### src/rtl/smps_pkg.sv
package smps_pkg;

  // Control word 0: timing fields
  typedef struct packed {
    logic [1:0] fixd;   // fixed duty code (skip mode)
    logic [1:0] maxd;   // maximum duty code (PWM)
    logic [1:0] mind;   // minimum duty code (PWM)
    logic [1:0] freq;   // period select
  } ctl0_t;

  // Control word 1: operating fields
  typedef struct packed {
    logic slope;        // output B as slope window
    logic pol_b;        // output B active low
    logic pol_a;        // output A active low
    logic dual;         // drive output B with the pulse
    logic insel;        // OR both comparators
    logic pwm;          // 1 = PWM, 0 = skip
    logic en;           // module enable
  } ctl1_t;

endpackage

### src/rtl/smps_regs.sv
module smps_regs
  import smps_pkg::*;
(
  input  logic       clk,
  input  logic       rst_n,
  input  logic       wr_en,
  input  logic       wr_addr,
  input  logic [7:0] wr_data,
  output ctl0_t      c0,
  output ctl1_t      c1
);

  ctl0_t c0_q, c0_n;
  ctl1_t c1_q, c1_n;

  always_comb begin
    c0_n = c0_q;
    c1_n = c1_q;
    if (wr_en) begin
      if (!wr_addr) begin
        c0_n = ctl0_t'(wr_data);
        // period select is frozen while running
        if (c1_q.en) c0_n.freq = c0_q.freq;
      end else begin
        c1_n = ctl1_t'(wr_data[6:0]);
      end
    end
  end

  always_ff @(posedge clk or negedge rst_n) begin
    if (!rst_n) begin
      c0_q <= '0;
      c1_q <= '0;
    end else begin
      c0_q <= c0_n;
      c1_q <= c1_n;
    end
  end

  assign c0 = c0_q;
  assign c1 = c1_q;

  // frequency code cannot move while the module stays enabled
  p_freq_locked_r4: assert property (@(posedge clk) disable iff (!rst_n)
    (c1_q.en && $past(c1_q.en)) |-> $stable(c0_q.freq));

endmodule

### src/rtl/smps_timebase.sv
module smps_timebase #(
  parameter int CNT_W = 8
) (
  input  logic             clk,
  input  logic             rst_n,
  input  logic             run,
  input  logic [1:0]       freq,
  output logic [CNT_W-1:0] cnt,
  output logic [CNT_W:0]   period,
  output logic             wrap
);

  localparam int PW = CNT_W + 1;

  logic [CNT_W-1:0] cnt_q, cnt_n;

  always_comb begin
    period = PW'(1) << (PW'(CNT_W) - PW'(freq));
    wrap   = run && ({1'b0, cnt_q} == period - PW'(1));
    if (!run)      cnt_n = '0;
    else if (wrap) cnt_n = '0;
    else           cnt_n = cnt_q + CNT_W'(1);
  end

  always_ff @(posedge clk or negedge rst_n) begin
    if (!rst_n) cnt_q <= '0;
    else        cnt_q <= cnt_n;
  end

  assign cnt = cnt_q;

  // count stays inside the selected period
  p_cnt_range_r3: assert property (@(posedge clk) disable iff (!rst_n)
    ({1'b0, cnt_q} < period));

  // terminal count returns the counter to zero
  p_wrap_r3: assert property (@(posedge clk) disable iff (!rst_n)
    wrap |=> (cnt_q == '0));

endmodule

### src/rtl/smps_pulse_core.sv
module smps_pulse_core #(
  parameter int CNT_W = 8
) (
  input  logic             clk,
  input  logic             rst_n,
  input  logic             run,
  input  logic             pwm,
  input  logic             trip,
  input  logic [CNT_W-1:0] cnt,
  input  logic [CNT_W:0]   period,
  input  logic             wrap,
  input  logic [1:0]       mind,
  input  logic [1:0]       maxd,
  input  logic [1:0]       fixd,
  output logic             act
);

  localparam int PW = CNT_W + 1;

  logic [PW-1:0] eighth, min_cnt, max_cnt, fix_cnt, cnt_x;
  logic          term_q, term_n;
  logic          skip_q, skip_n;
  logic          start, skip_now;

  always_comb begin
    eighth  = period >> 3;
    min_cnt = PW'(mind) * eighth;
    max_cnt = (maxd == 2'd3) ? period : (PW'(maxd) + PW'(4)) * eighth;
    fix_cnt = (PW'(fixd) + PW'(1)) * eighth;
    cnt_x   = {1'b0, cnt};
    start   = (cnt == '0);
  end

  // pulse-ended flag for PWM, skip flag for skip mode
  always_comb begin
    term_n = term_q;
    skip_n = skip_q;
    if (!run) begin
      term_n = 1'b0;
      skip_n = 1'b0;
    end else begin
      if (wrap)                              term_n = 1'b0;
      else if (pwm && trip && cnt_x >= min_cnt) term_n = 1'b1;
      if (start)                             skip_n = trip;
    end
  end

  always_ff @(posedge clk or negedge rst_n) begin
    if (!rst_n) begin
      term_q <= 1'b0;
      skip_q <= 1'b0;
    end else begin
      term_q <= term_n;
      skip_q <= skip_n;
    end
  end

  always_comb begin
    skip_now = start ? trip : skip_q;
    if (!run)     act = 1'b0;
    else if (pwm) act = (cnt_x < max_cnt) && !term_q;
    else          act = !skip_now && (cnt_x < fix_cnt);
  end

  // no termination can take effect up to the minimum duty point
  p_min_hold_r5: assert property (@(posedge clk) disable iff (!rst_n)
    (run && pwm && cnt_x <= min_cnt) |-> act);

  // a skipped period stays dark after its first count
  p_skip_dark_r7: assert property (@(posedge clk) disable iff (!rst_n)
    (run && !pwm && skip_q && !start) |-> !act);

endmodule

### src/rtl/smps_pulse_ctrl.sv
module smps_pulse_ctrl
  import smps_pkg::*;
#(
  parameter int CNT_W = 8
) (
  input  logic       clk,
  input  logic       rst_n,
  input  logic       wr_en,
  input  logic       wr_addr,
  input  logic [7:0] wr_data,
  input  logic       cmp_a,
  input  logic       cmp_b,
  output logic       out_a,
  output logic       out_b,
  output logic       oe_a,
  output logic       oe_b
);

  // reset: asserted asynchronously, released through two flops
  logic rst_s1, rst_i_n;
  always_ff @(posedge clk or negedge rst_n) begin
    if (!rst_n) begin
      rst_s1  <= 1'b0;
      rst_i_n <= 1'b0;
    end else begin
      rst_s1  <= 1'b1;
      rst_i_n <= rst_s1;
    end
  end

  ctl0_t            c0;
  ctl1_t            c1;
  logic [CNT_W-1:0] cnt;
  logic [CNT_W:0]   period;
  logic             wrap, trip, act;

  smps_regs u_regs (
    .clk(clk), .rst_n(rst_i_n), .wr_en(wr_en), .wr_addr(wr_addr),
    .wr_data(wr_data), .c0(c0), .c1(c1)
  );

  smps_timebase #(.CNT_W(CNT_W)) u_tb (
    .clk(clk), .rst_n(rst_i_n), .run(c1.en), .freq(c0.freq),
    .cnt(cnt), .period(period), .wrap(wrap)
  );

  assign trip = c1.insel ? (cmp_a | cmp_b) : cmp_a;

  smps_pulse_core #(.CNT_W(CNT_W)) u_core (
    .clk(clk), .rst_n(rst_i_n), .run(c1.en), .pwm(c1.pwm), .trip(trip),
    .cnt(cnt), .period(period), .wrap(wrap), .mind(c0.mind),
    .maxd(c0.maxd), .fixd(c0.fixd), .act(act)
  );

  // registered pin stage
  logic oa_q, ob_q, ea_q, eb_q;
  logic oa_n, ob_n, ea_n, eb_n;

  always_comb begin
    ea_n = c1.en;
    eb_n = c1.en && (c1.dual || c1.slope);
    oa_n = 1'b0;
    ob_n = 1'b0;
    if (c1.en) begin
      oa_n = act ^ c1.pol_a;
      if (c1.dual)       ob_n = act ^ c1.pol_b;
      else if (c1.slope) ob_n = act;
    end
  end

  always_ff @(posedge clk or negedge rst_i_n) begin
    if (!rst_i_n) begin
      oa_q <= 1'b0;
      ob_q <= 1'b0;
      ea_q <= 1'b0;
      eb_q <= 1'b0;
    end else begin
      oa_q <= oa_n;
      ob_q <= ob_n;
      ea_q <= ea_n;
      eb_q <= eb_n;
    end
  end

  assign out_a = oa_q;
  assign out_b = ob_q;
  assign oe_a  = ea_q;
  assign oe_b  = eb_q;

  // output B is never enabled without output A
  p_oe_pair_r11: assert property (@(posedge clk) disable iff (!rst_i_n)
    oe_b |-> oe_a);

  // pins are low whenever the module is not driving
  p_idle_low_r1: assert property (@(posedge clk) disable iff (!rst_i_n)
    !oe_a |-> (!out_a && !out_b));

endmodule

### config.mk
export PLATFORM = sky130hd
export DESIGN_NAME = smps_pulse_ctrl
export DESIGN_NICKNAME = d
export VERILOG_FILES = /design/src/rtl/smps_pkg.sv /design/src/rtl/smps_regs.sv /design/src/rtl/smps_timebase.sv /design/src/rtl/smps_pulse_core.sv /design/src/rtl/smps_pulse_ctrl.sv
export SDC_FILE = /design/constraint.sdc
export NUM_CORES = 1
export LEC_CHECK = 0
export BUFFER_PORTS_ARGS = -buffer_cell sky130_fd_sc_hd__buf_4
export CAP_MARGIN = 40
export CORE_MARGIN = 2
export CORE_UTILIZATION = 35
export CTS_CLUSTER_DIAMETER = 50
export DETAILED_ROUTE_END_ITERATION = 6
export PLACE_DENSITY = 0.49
export SETUP_SLACK_MARGIN = 0.5
export SLEW_MARGIN = 20
export SYNTH_ARGS = -nofsm -noshare
export SYNTH_HDL_FRONTEND = slang
export SYNTH_SLANG_ARGS = --single-unit
### constraint.sdc
create_clock -name clk -period 2.55 [get_ports clk]
set_input_delay 0 -clock clk [delete_from_list [all_inputs] [get_ports clk]]
set_output_delay 0 -clock clk [all_outputs]
set_load 0.02 [all_outputs]
* Word-level counts from Yosys, hierarchy flattened
Cells that the tools add are included.
Word-level totals: bits in registers 31, output and inout port bits 4, logic and storage cells 68
Operators by class: add/sub/neg operators 5, multiply operators 3, order comparisons 3, equal/unequal tests 3, shifts and indexed selects 1, muxes and demuxes 15, bitwise gates (word level) 5, reduce and logical (&&, ||, !) cells 13
Operators with widths (number):
- 8-bit by 9-bit less-than comparator with 1-bit output | 2
- 9-bit by 6-bit multiplier with 9-bit output | 2
- 8-bit two-way mux | 2
- 1-bit two-way mux | 12
- 8-bit by 9-bit equality test with 1-bit output | 1
- 8-bit by 9-bit greater-or-equal comparator with 1-bit output | 1
- 9-bit two-way mux | 1
- 1-bit by 9-bit left shift with 9-bit output (first input constant) | 1
- 9-bit by 1-bit subtractor with 9-bit output (second input constant) | 1
- 8-bit by 1-bit adder with 8-bit output (second input constant) | 1
- 8-bit zero test | 1
- 2-bit by 6-bit multiplier with 8-bit output | 1
- 1-bit logical AND | 6
- 4-bit by 2-bit subtractor with 5-bit output (first input constant) | 1
- 2-bit by 3-bit adder with 4-bit output (second input constant) | 1
- 2-bit AND reduction | 2
- 2-bit by 1-bit adder with 3-bit output (second input constant) | 1
- 3-bit by 1-bit != test with 1-bit output (second input constant) | 1
- 3-bit AND reduction | 1
- 2-bit equality test (second input constant) | 1
- 1-bit zero test | 2
- 1-bit inverter | 2
- 1-bit XOR | 2
- 1-bit logical OR | 1
- 1-bit bitwise OR | 1

* Longest topological paths before layout
Gate-level depths: netlist of run 1.
word-level depth 11, mapped depth 19

* By module
A second synthesis of run 1 with hierarchy kept.
Second synthesis, totals: cell total of the unflattened synthesis 347, area, all modules 3331.9 µm²
By module, submodules not included:
- smps_pulse_core | times used 1, cells each 234, area an instance 1921.8 µm², seq. area each 50.0 µm²
- smps_regs | times used 1, cells each 34, area an instance 621.8 µm², seq. area each 375.4 µm²
- smps_timebase | times used 1, cells each 64, area an instance 578.1 µm², seq. area each 200.2 µm²
- smps_pulse_ctrl | times used 1, cells each 15, area an instance 210.2 µm², seq. area each 150.1 µm²

* Worst setup path after synthesis of run 1
Ideal clock, no wire load.
kind register -> register, start register u_regs.c0_q (netlist bit u_regs.c0[0]), end register oa_q (netlist: out_a), library setup time 0.120 ns, arrival 3.677 ns, required time 2.430 ns, path slack -1.246 ns, stages on the path, launching flop included 19, cell sequence dfrtp_1 nor2b_1 clkbuf_1 and2_1 ha_1 inv_1 fa_1 inv_1 ha_1 o21ai_0 nor2_1 o21ai_0 o21ai_0 ha_1 a211o_1 o32a_1 o32ai_2 o21ai_0 and3_1
On the way: longest elaborated chain between the ends 10
RTL lines:
- from (decl) | RTL line smps_regs.sv:13 | ctl0_t c0_q, c0_n;
- from (signal assigned) | RTL line smps_regs.sv:35 | c0_q <= c0_n;
- 4-bit by 2-bit subtractor with 5-bit output * | RTL line smps_timebase.sv:18 | period = PW'(1) << (PW'(CNT_W) - PW'(freq));
- 1-bit by 9-bit left shift with 9-bit output * | RTL line smps_timebase.sv:18
- 9-bit by 6-bit multiplier with 9-bit output | RTL line smps_pulse_core.sv:28 | max_cnt = (maxd == 2'd3) ? period : (PW'(maxd) + PW'(4)) * eighth;
- 9-bit two-way mux | RTL line smps_pulse_core.sv:28
- 8-bit by 9-bit less-than comparator with 1-bit output | RTL line smps_pulse_core.sv:61 | else if (pwm) act = (cnt_x < max_cnt) && !term_q;
- 1-bit logical AND | RTL line smps_pulse_core.sv:61
- 1-bit two-way mux * | RTL line smps_pulse_core.sv:61
- 1-bit two-way mux * | RTL line smps_pulse_core.sv:60 | if (!run) act = 1'b0;
- 1-bit XOR * | RTL line smps_pulse_ctrl.sv:65 | oa_n = act ^ c1.pol_a;
- 1-bit two-way mux * | RTL line smps_pulse_ctrl.sv:64 | if (c1.en) begin
- net oa_n | RTL line smps_pulse_ctrl.sv:57 | logic oa_n, ob_n, ea_n, eb_n;
- to (signal assigned) | RTL line smps_pulse_ctrl.sv:78 | oa_q <= oa_n;
- to (decl) | RTL line smps_pulse_ctrl.sv:56 | logic oa_q, ob_q, ea_q, eb_q;
The timed path passes the listed nets; every way through them passes the cells marked *. A chain may end at the register's enable or synchronous reset.

* Final worst setup path of run 1
Ends and elaborated chain as after synthesis.

==> metrics.txt, run 1 <==
fmax=0.268 GHz; area occupied by registers=~800 µm²; Die Wd=94.7 µm; footprint of the multi-input gates=2240 µm²; fin. max-slew vios=0; synthesized cell area=2880 µm²; First-pass DRT Iterations=4; R2R Path Start=u_regs.c0[0]; initial core utilization=0.356; CTS root buf=clkbuf_8; Leak=around 2.0 nW; failing checks=setup timing; worst path bufs/invs=2; final layout net count=465; maxcap violations=0; Tcrit/Tclk final=1.46; CTS sink count=31; clk slew on worst S/H paths=60 ps; GRT Overall Usage=0.155; register area share after synthesis=0.269; CTS Buf Count=5; drt drc=0; number of synthesized flops with an enable pin=0; CTS tree=done; fillers=792; 1st-iter DRT viols=44; grt total ovfl=0; crit path max-delay cell type=fa_1; CP Class=register to register; crit path max fanout=4; Peak VDD IR=0.448 mV; Layout Skew=7.05 ps; leading register cell type out of synthesis=dfrtp_1; clock tree buffer depth=2; Crit path required time=2720 ps; PortBufs=17; number of global-route vias before repair=2269; post-layout util=0.491; I/O pin count=18; Pwr Total=~2.7 mW; Synth async-reset ratio=1.00; Area growth, synth to finish=37.9%; Worst Path Arrival=3900 ps; YS warnings=0; die area=8970 µm²; vias per cell=around 4.7; outcome=finished, violations left; initial antenna violation count=0; DR vias=2311; post-DR wirelength/cell=13.2 µm; first-pass GRT wire length=10.7 mm; DRT Wirelength=6.53 mm; die height=about 95 µm; final hold viol count=0; Setup violations, final=3; Worst Hold Class=input pin to asynchronous set/reset pin; Mapped Avg Cell Area=9.83 µm²; Mapped Cells=293; HPWL after DPL=~5.2 mm; Placer Congestion=0.778; Critical Path Max Stage Delay=490 ps; largest net degree at the start of global routing=30; layout cell share with drive strength beyond 1=0.347; DRT antenna net count=0; pwr dens=689 nW/µm²; crit end category=register; Top Family by Delay on Critical Path=adder cells; Final WS setup=-1180 ps; Critical Path, Cell by Cell=nor2b_4 > and2_4 > ha_4 > inv_1 > fa_1 > inv_2 > ha_4 > a211oi_2 > nor2_1 > o21ai_1 > o21ai_1 > ha_1 > o21a_1 > o21a_1 > o32a_1 > o32ai_4 > or3_1 > and3_1; setup TNS=-2390 ps; most frequent cells in the layout=buf_4, ha_1, dfrtp_1; Row Count=33; core area=8090 µm²; RSZ-0062 raised after global routing=true; FF+latch count, synth=31; clock latency on the worst-skew pair=280 ps; H-tree Lvls=2; min Tclk post-route=3730 ps; ant diodes=0; critical path startpoint=u_regs.c0[0]; synth unique cells=41; startpoint types=register; most common cell after layout, fill and taps aside=buf_4
## per-layer routing
| layer | track usage | vias up | share of wire |
|---|---|---|---|
| met5 | 0 | - | 0 |
| met4 | 0.0338 | 0 | 0.010 |
| met3 | 0.0263 | 7 | 0.022 |
| met2 | 0.268 | 29 | 0.48 |
| met1 | 0.202 | 1078 | 0.48 |
| li1 | - | 1197 | - |
## cells in the mapped netlist, types with 7 or more instances
| library cell | count | area (µm²) |
|---|---|---|
| o21ai_0 | 9 | 45.0 |
| a21oi_1 | 11 | 55.1 |
| and3_1 | 7 | 43.8 |
| ha_1 | 52 | 651 |
| inv_1 | 25 | 93.8 |
| dfrtp_1 | 31 | 776 |
| xor2_1 | 10 | 87.6 |
| nor2_1 | 18 | 67.6 |
| fa_1 | 10 | 200 |
| nand2_1 | 15 | 56.3 |
| a21o_1 | 7 | 52.6 |
| mux2_2 | 15 | 169 |
| xnor2_1 | 9 | 78.8 |
| and2_1 | 13 | 81.3 |
## worst reg2reg max path, stage by stage (launching register included)
cell,delay (ps)
dfrtp_2,440
nor2b_4,150
and2_4,160
ha_4,240
inv_1,40
fa_1,490
inv_2,50
ha_4,160
a211oi_2,220
nor2_1,70
o21ai_1,160
o21ai_1,100
ha_1,310
o21a_1,120
o21a_1,110
o32a_1,170
o32ai_4,110
or3_1,370
and3_1,160
## final timing paths
path                                 end  slack (ps)  cells past startpoint
setup / recovery                   out_a       -1180                     18
hold / removal                    rst_s1          30                      2
setup reg to reg                   out_a       -1180                     18
hold reg to reg             u_regs.c0[3]         250                      1
max in group asynchronous   u_regs.c0[1]        1990                      1
min in group clk           u_core.term_q         180                      4
## state kept, by name, summed over array words and instances (netlist names)
register       cells
out_a              1
u_regs.c1          7
u_regs.c0          8
rst_i_n            1
rst_s1             1
out_b              1
oe_b               1
u_tb.cnt           8
oe_a               1
u_core.term_q      1
u_core.skip_q      1
## report_power, final
part	internal (mW)	switching [mW]	leakage, nW	total, mW
combinational	0.918	0.794	1.57	1.71
clock	0.212	0.184	0.0470	0.396
sequential	0.565	0.0646	0.384	0.630
total	1.69	1.04	2.00	2.74
## per-stage QoR
stage	cell area [µm²]	hold slack (ps)	instances	setup slack, ps
final	3970	31.7	494	-1180
after CTS	3880	24.4	490	-1190
after floorplan	2990	-296	307	-1110
after global placement	3550	-216	468	-1270
after detailed placement	3550	-215	468	-1310
after global routing	3970	36.0	494	-1390
## repair_timing
action | CTS | global route
setup endpoints to repair | 3 | 4
endpoints found under the hold margin | 17 | 0
buffers inserted | 6 | 4
hold buffers | 9 | 0
resized for setup | 22 | 16
pin swaps | 14 | 17
## layout make-up
class	count	share of cell area
tap	105	0.0331
sequential	31	0.196
timing repair buffer	80	0.161
clock inverter	1	0.00126
inverter	25	0.0236
multi-input combinational	246	0.565
clock buffer	6	0.0208
## kinds of logic (layout without fill, tap and decap cells)
family,Yosys count,after routing,synth area share
AND/OR/NAND/NOR,79,79,0.145
multiplexers,16,16,0.0625
AO/OA/AOI/OAI,54,54,0.129
other,2,16,0.00261
adder cells (fa/ha/maj),62,62,0.295
buffers and inverters,30,112,0.0391
XOR/XNOR,19,19,0.0578
flip-flops,31,31,0.269
No activity file was read; power rests on OpenSTA's default activity.
==> inputs of run 2 (changes only) <==
--- a/config.mk
+++ b/config.mk
@@ -11,6 +11,7 @@
 export CORE_UTILIZATION = 35
 export CTS_CLUSTER_DIAMETER = 50
 export DETAILED_ROUTE_END_ITERATION = 6
+export HOLD_SLACK_MARGIN = 0.15
 export PLACE_DENSITY = 0.49
 export SETUP_SLACK_MARGIN = 0.5
 export SLEW_MARGIN = 20
==> run 2 against run 1 <==
Against the previous run: the run still ends with setup timing left; global-route usage unchanged; non-clock buffer count increased by 1; maximum frequency is essentially flat; worst setup slack worse by 3.0 ps; sequential share of layout area is essentially flat; first-iteration DRC count down 11%; design area increased by 0.25%; combinational power about the same; register-to-register slack about the same; critical endpoint unchanged; highest routed layer unchanged.
==> metrics.txt, run 2 (synthesized netlist as in run 1, its figures left out) <==
initial core utilization=0.356 (unchanged); drt drc=0 (unchanged); Pwr Total=2.74 mW (about the same); RR Endpoint=out_a (unchanged); CTS sink count=31 (unchanged); fmax=0.268 GHz (about the same); Critical Path Max Stage Delay=490 ps (about the same); Top Family by Delay on Critical Path=adder cells (unchanged); number of global-route vias before repair=2269 (unchanged); Die Wd=94.7 µm (unchanged); core area=8090 µm² (unchanged); First-pass DRT Iterations=4 (unchanged); hold path depth=4; R2R Path Start=u_regs.c0[0] (unchanged); first-pass GRT wire length=10.7 mm (unchanged); most frequent cells in the layout=buf_4, ha_1, dfrtp_1 (unchanged); maxcap violations=0 (unchanged); DR vias=2313 (was 2311); ant diodes=0 (unchanged); final hold viol count=0 (unchanged); setup TNS=-2390 ps (about the same); crit path max fanout=4 (unchanged); 1st-iter DRT viols=39 (was 44); grt total ovfl=0 (unchanged); CTS root buf=clkbuf_8 (unchanged); H-tree Lvls=2 (unchanged); startpoint types=register (unchanged); die height=94.7 µm (unchanged); CTS Buf Count=5 (unchanged); Tcrit/Tclk final=1.46 (about the same); crit end category=register (unchanged); die area=8970 µm² (unchanged); Layout Skew=5.33 ps (was 7.05 ps); Place WS=-1310 ps (unchanged); post-DR wirelength/cell=13.2 µm (about the same); PortBufs=17 (unchanged); R2R setup slack=-1180 ps (about the same); fin. max-slew vios=0 (unchanged); outcome=finished, violations left (unchanged); initial antenna violation count=0 (unchanged); DP Area=3550 µm² (unchanged); Worst Hold Class=input pin to register (was input pin to asynchronous set/reset pin); failing checks=setup timing (unchanged); CP Class=register to register (unchanged); post-layout util=0.492 (was 0.491); hold_sp=cmp_a; GRT Overall Usage=0.155 (unchanged); Final WS setup=-1180 ps (about the same); Hold Path End=u_core.term_q; worst path bufs/invs=2 (unchanged); largest net degree at the start of global routing=30 (unchanged); Area growth, synth to finish=38.2% (was 37.9%); Setup violations, final=3 (unchanged); crit path max-delay cell type=fa_1 (unchanged); clock latency on the worst-skew pair=280 ps (about the same); most common cell after layout, fill and taps aside=buf_4 (unchanged); Critical Path, Cell by Cell=nor2b_4 > and2_4 > ha_4 > inv_1 > fa_1 > inv_2 > ha_4 > a211oi_2 > nor2_1 > o21ai_1 > o21ai_1 > ha_1 > o21a_1 > o21a_1 > o32a_1 > o32ai_4 > or3_1 > and3_1 (unchanged); vias per cell=4.67 (was 4.68); Row Count=33 (unchanged); Crit path required time=2720 ps (about the same); pwr dens=687 nW/µm² (was 689 nW/µm²); RSZ-0062 raised after global routing=true (unchanged); I/O pin count=18 (unchanged); Leak=2.00 nW (about the same); DRT antenna net count=0 (unchanged); final layout net count=466 (was 465); min Tclk post-route=3730 ps (about the same); layout cell share with drive strength beyond 1=0.346 (was 0.347); CTS tree=done (unchanged); hold slack=183 ps (was 31.7 ps); post-route cell area=3980 µm² (was 3970 µm²); worst-case reg-to-reg path depth=18 (unchanged); Placed Cells=468 (unchanged); DRT Wirelength=6.51 mm (was 6.53 mm); Worst Path Arrival=3900 ps (about the same); Finished Layout Cells=495 (was 494); HPWL after DPL=5.23 mm (unchanged); Placer Congestion=0.778 (unchanged); clock tree buffer depth=2 (unchanged); Peak VDD IR=0.447 mV (was 0.448 mV); clk slew on worst S/H paths=70 ps (was 60 ps)
run 2: cell count changes in the layout (fill, tap and decap cells not counted):
cell,change
dlygate4sd3_1,+1
run 2: worst max-delay path by stage:
stage                       from    end  slack [ps]  cells after the start
floorplan           u_regs.c0[1]  out_a       -1110                     18
global placement    u_regs.c0[1]  out_a       -1270                     17
detailed placement  u_regs.c0[1]  out_b       -1310                     17
CTS                 u_regs.c0[1]  out_a       -1190                     18
global route        u_regs.c0[0]  out_a       -1390                     18
finish              u_regs.c0[0]  out_a       -1180                     18
run 2: layout make-up:
type                    instances  area (µm²)
flip-flops and latches         31         778
fillers                       791        4110
clock inverters                 1        5.00
inverters                      25        93.8
clock buffers                   6        82.6
well taps                     105         131
repair buffers                 81         648
multi-input cells             246        2240
run 2: routing by layer:
layer,up-vias,GRT usage,wire [µm]
met3,7,0.0263,137
met5,-,0,0
li1,1199,-,-
met2,25,0.268,3140
met1,1082,0.202,3170
met4,0,0.0338,66
run 2: tightest hold or removal path: cells and delay by family:
kind,cells,cell delay (ps)
compound gates,3,340
buf+inv,1,80
run 2: power by group:
group | internal [mW] | switching, mW
Clock | 0.212 | 0.182
Sequential | 0.565 | 0.0647
Combinational | 0.919 | 0.794
Total | 1.70 | 1.04
run 2: what timing repair did:
action / 4_1_cts / 5_1_grt
setup endpoints to repair: 3 / 4
buffers inserted: 6 / 4
pin swaps: 14 / 17
hold endpoints to repair: 17 / 0
cloned: 0 / 0
hold buffers: 10 / 0
resized for setup: 22 / 16
==> inputs of run 3 (changes only) <==
--- a/config.mk
+++ b/config.mk
@@ -6,9 +6,10 @@
 export NUM_CORES = 1
 export LEC_CHECK = 0
 export BUFFER_PORTS_ARGS = -buffer_cell sky130_fd_sc_hd__buf_4
-export CAP_MARGIN = 40
+export CAP_MARGIN = 20
 export CORE_MARGIN = 2
 export CORE_UTILIZATION = 35
+export CTS_BUF_LIST = sky130_fd_sc_hd__clkbuf_8
 export CTS_CLUSTER_DIAMETER = 50
 export DETAILED_ROUTE_END_ITERATION = 6
 export HOLD_SLACK_MARGIN = 0.15
@@ -18,3 +19,4 @@
 export SYNTH_ARGS = -nofsm -noshare
 export SYNTH_HDL_FRONTEND = slang
 export SYNTH_SLANG_ARGS = --single-unit
+export TNS_END_PERCENT = 30
==> run 3 against run 2 <==
Against the previous run: the run still ends with setup timing left; sequential cell count unchanged; via count increased by 2.2%; worst setup slack lost 43 ps; total power grew 5.3%; wire length increased by 1.9%; clock skew rose by 6.6 ps; clock power increased by 24%; sequential share of layout area down 0.099 points; critical path type unchanged.
==> metrics.txt, run 3 (synthesized netlist as in run 1, its figures left out) <==
outcome=finished, violations left (unchanged); failing checks=setup timing (unchanged); Die Wd=94.7 µm (unchanged); Placed Cells=466 (was 468); ant diodes=0 (unchanged); Placer Congestion=0.760 (was 0.778); Layout Skew=12.0 ps (was 5.33 ps); fillers=764 (was 791); CTS root buf=clkbuf_8 (unchanged); Final WS setup=-1220 ps (was -1180 ps); die height=94.7 µm (unchanged); H-tree Lvls=2 (unchanged); RSZ-0062 raised after global routing=true (unchanged); min Tclk post-route=3770 ps (was 3730 ps); CTS sink count=31 (unchanged); most common cell after layout, fill and taps aside=buf_4 (unchanged); DRT Wirelength=6.64 mm (was 6.51 mm); layout cell share with drive strength beyond 1=0.350 (was 0.346); first-pass GRT wire length=11.5 mm (was 10.7 mm); vias per cell=4.81 (was 4.67); CP Capture Point=out_b (was out_a); Setup violations, final=3 (unchanged); Tcrit/Tclk final=1.48 (was 1.46); worst-case reg-to-reg path depth=18 (unchanged); fin. max-slew vios=0 (unchanged); R2R Path Start=u_regs.c0[1] (was u_regs.c0[0]); Leak=2.00 nW (about the same); Worst Hold Class=input pin to register (unchanged); crit path max fanout=4 (unchanged); pwr dens=721 nW/µm² (was 687 nW/µm²); core area=8090 µm² (unchanged); DRT antenna net count=0 (unchanged); die area=8970 µm² (unchanged); critical path startpoint=u_regs.c0[1] (was u_regs.c0[0]); Crit path required time=2730 ps (was 2720 ps); I/O pin count=18 (unchanged); GRT Overall Usage=0.166 (was 0.155); Place WS=-1350 ps (was -1310 ps); final hold viol count=0 (unchanged); hold slack=163 ps (was 183 ps); clk slew on worst S/H paths=80 ps (was 70 ps); clock latency on the worst-skew pair=290 ps (was 280 ps); 1st-iter DRT viols=61 (was 39); maxcap violations=0 (unchanged); PortBufs=17 (unchanged); most frequent cells in the layout=buf_4, ha_1, dfrtp_1 (unchanged); initial core utilization=0.356 (unchanged); First-pass DRT Iterations=4 (unchanged); fmax=0.265 GHz (was 0.268 GHz); Row Count=33 (unchanged); clock tree buffer depth=2 (unchanged); number of global-route vias before repair=2470 (was 2269); post-layout util=0.494 (was 0.492); crit end category=register (unchanged); Finished Layout Cells=491 (was 495); grt total ovfl=0 (unchanged); CTS tree=done (unchanged); post-DR wirelength/cell=13.5 µm (was 13.2 µm); startpoint types=register (unchanged); drt drc=0 (unchanged); initial antenna violation count=0 (unchanged); CTS Buf Count=5 (unchanged); DR vias=2364 (was 2313); R2R setup slack=-1220 ps (was -1180 ps); final layout net count=461 (was 466); Peak VDD IR=0.434 mV (was 0.447 mV); Worst Path Arrival=3960 ps (was 3900 ps); RR Endpoint=out_b (was out_a); Area growth, synth to finish=38.7% (was 38.2%); Pwr Total=2.88 mW (was 2.74 mW); HPWL after DPL=5.26 mm (was 5.23 mm); largest net degree at the start of global routing=30 (unchanged); CP Class=register to register (unchanged)
[run 3: report_power, final]
| group | internal (mW) | switching, mW |
|---|---|---|
| Combinational | 0.930 | 0.835 |
| Clock | 0.291 | 0.199 |
| Sequential | 0.564 | 0.0625 |
[run 3: repair_timing]
item | 4_1_cts | 5_1_grt
buffers inserted | 6 | 1
hold buffers | 10 | 0
gates resized for setup | 26 | 29
pin swaps | 16 | 17
setup endpoints to repair | 3 | 10
hold endpoints to repair | 17 | 0
[run 3: how the worst min path moves through the flow]
stage	slack, ps	endpoint	depth (start not counted)	from
2_1_floorplan	-300	rst_i_n	0	rst_n
3_3_place_gp	-220	rst_s1	1	rst_n
3_5_place_dp	-220	rst_s1	1	rst_n
4_1_cts	170	u_core.term_q	4	cmp_a
5_1_grt	200	u_core.term_q	4	cmp_a
6_report	160	u_core.term_q	4	cmp_a
[run 3: routing by layer]
layer	track usage	wire [µm]	vias to the layer above
li1	-	-	1193
met1	0.201	2960	1128
met2	0.309	3450	36
met3	0.0255	174	7
met4	0.0362	59	0
met5	0	0	-
[run 3: critical path, cell delays in order, from the launching register on]
cell and delay (ps):
dfrtp_1 440, nor2b_4 170, and2_4 140, ha_4 260, inv_2 30, fa_1 490
inv_1 40, ha_2 200, a21o_1 170, a211oi_2 170, o21ai_1 80, o21ai_1 110
ha_1 280, a211o_1 300, o32a_1 320, o32ai_4 120, buf_4 160, o21ai_1 40
and3b_1 150
[run 3: final cells by class]
cell class                      instances  area (µm²)  share of cell area
Clock buffer                            5        68.8              0.0172
Clock inverter                          3        43.8              0.0110
Inverter                               25        96.3              0.0241
Multi-Input combinational cell        246        2250               0.564
Sequential cell                        31         777               0.194
Tap cell                              105         131              0.0329
Timing Repair Buffer                   76         626               0.157
[run 3: stage by stage]
| stage | setup TNS [ps] | cell area, µm² |
|---|---|---|
| finish | -2470 | 4000 |
| global route | -3010 | 4000 |
| CTS | -2610 | 3870 |
| detailed placement | -2900 | 3510 |
| global placement | -2710 | 3510 |
| floorplan | -2250 | 2960 |
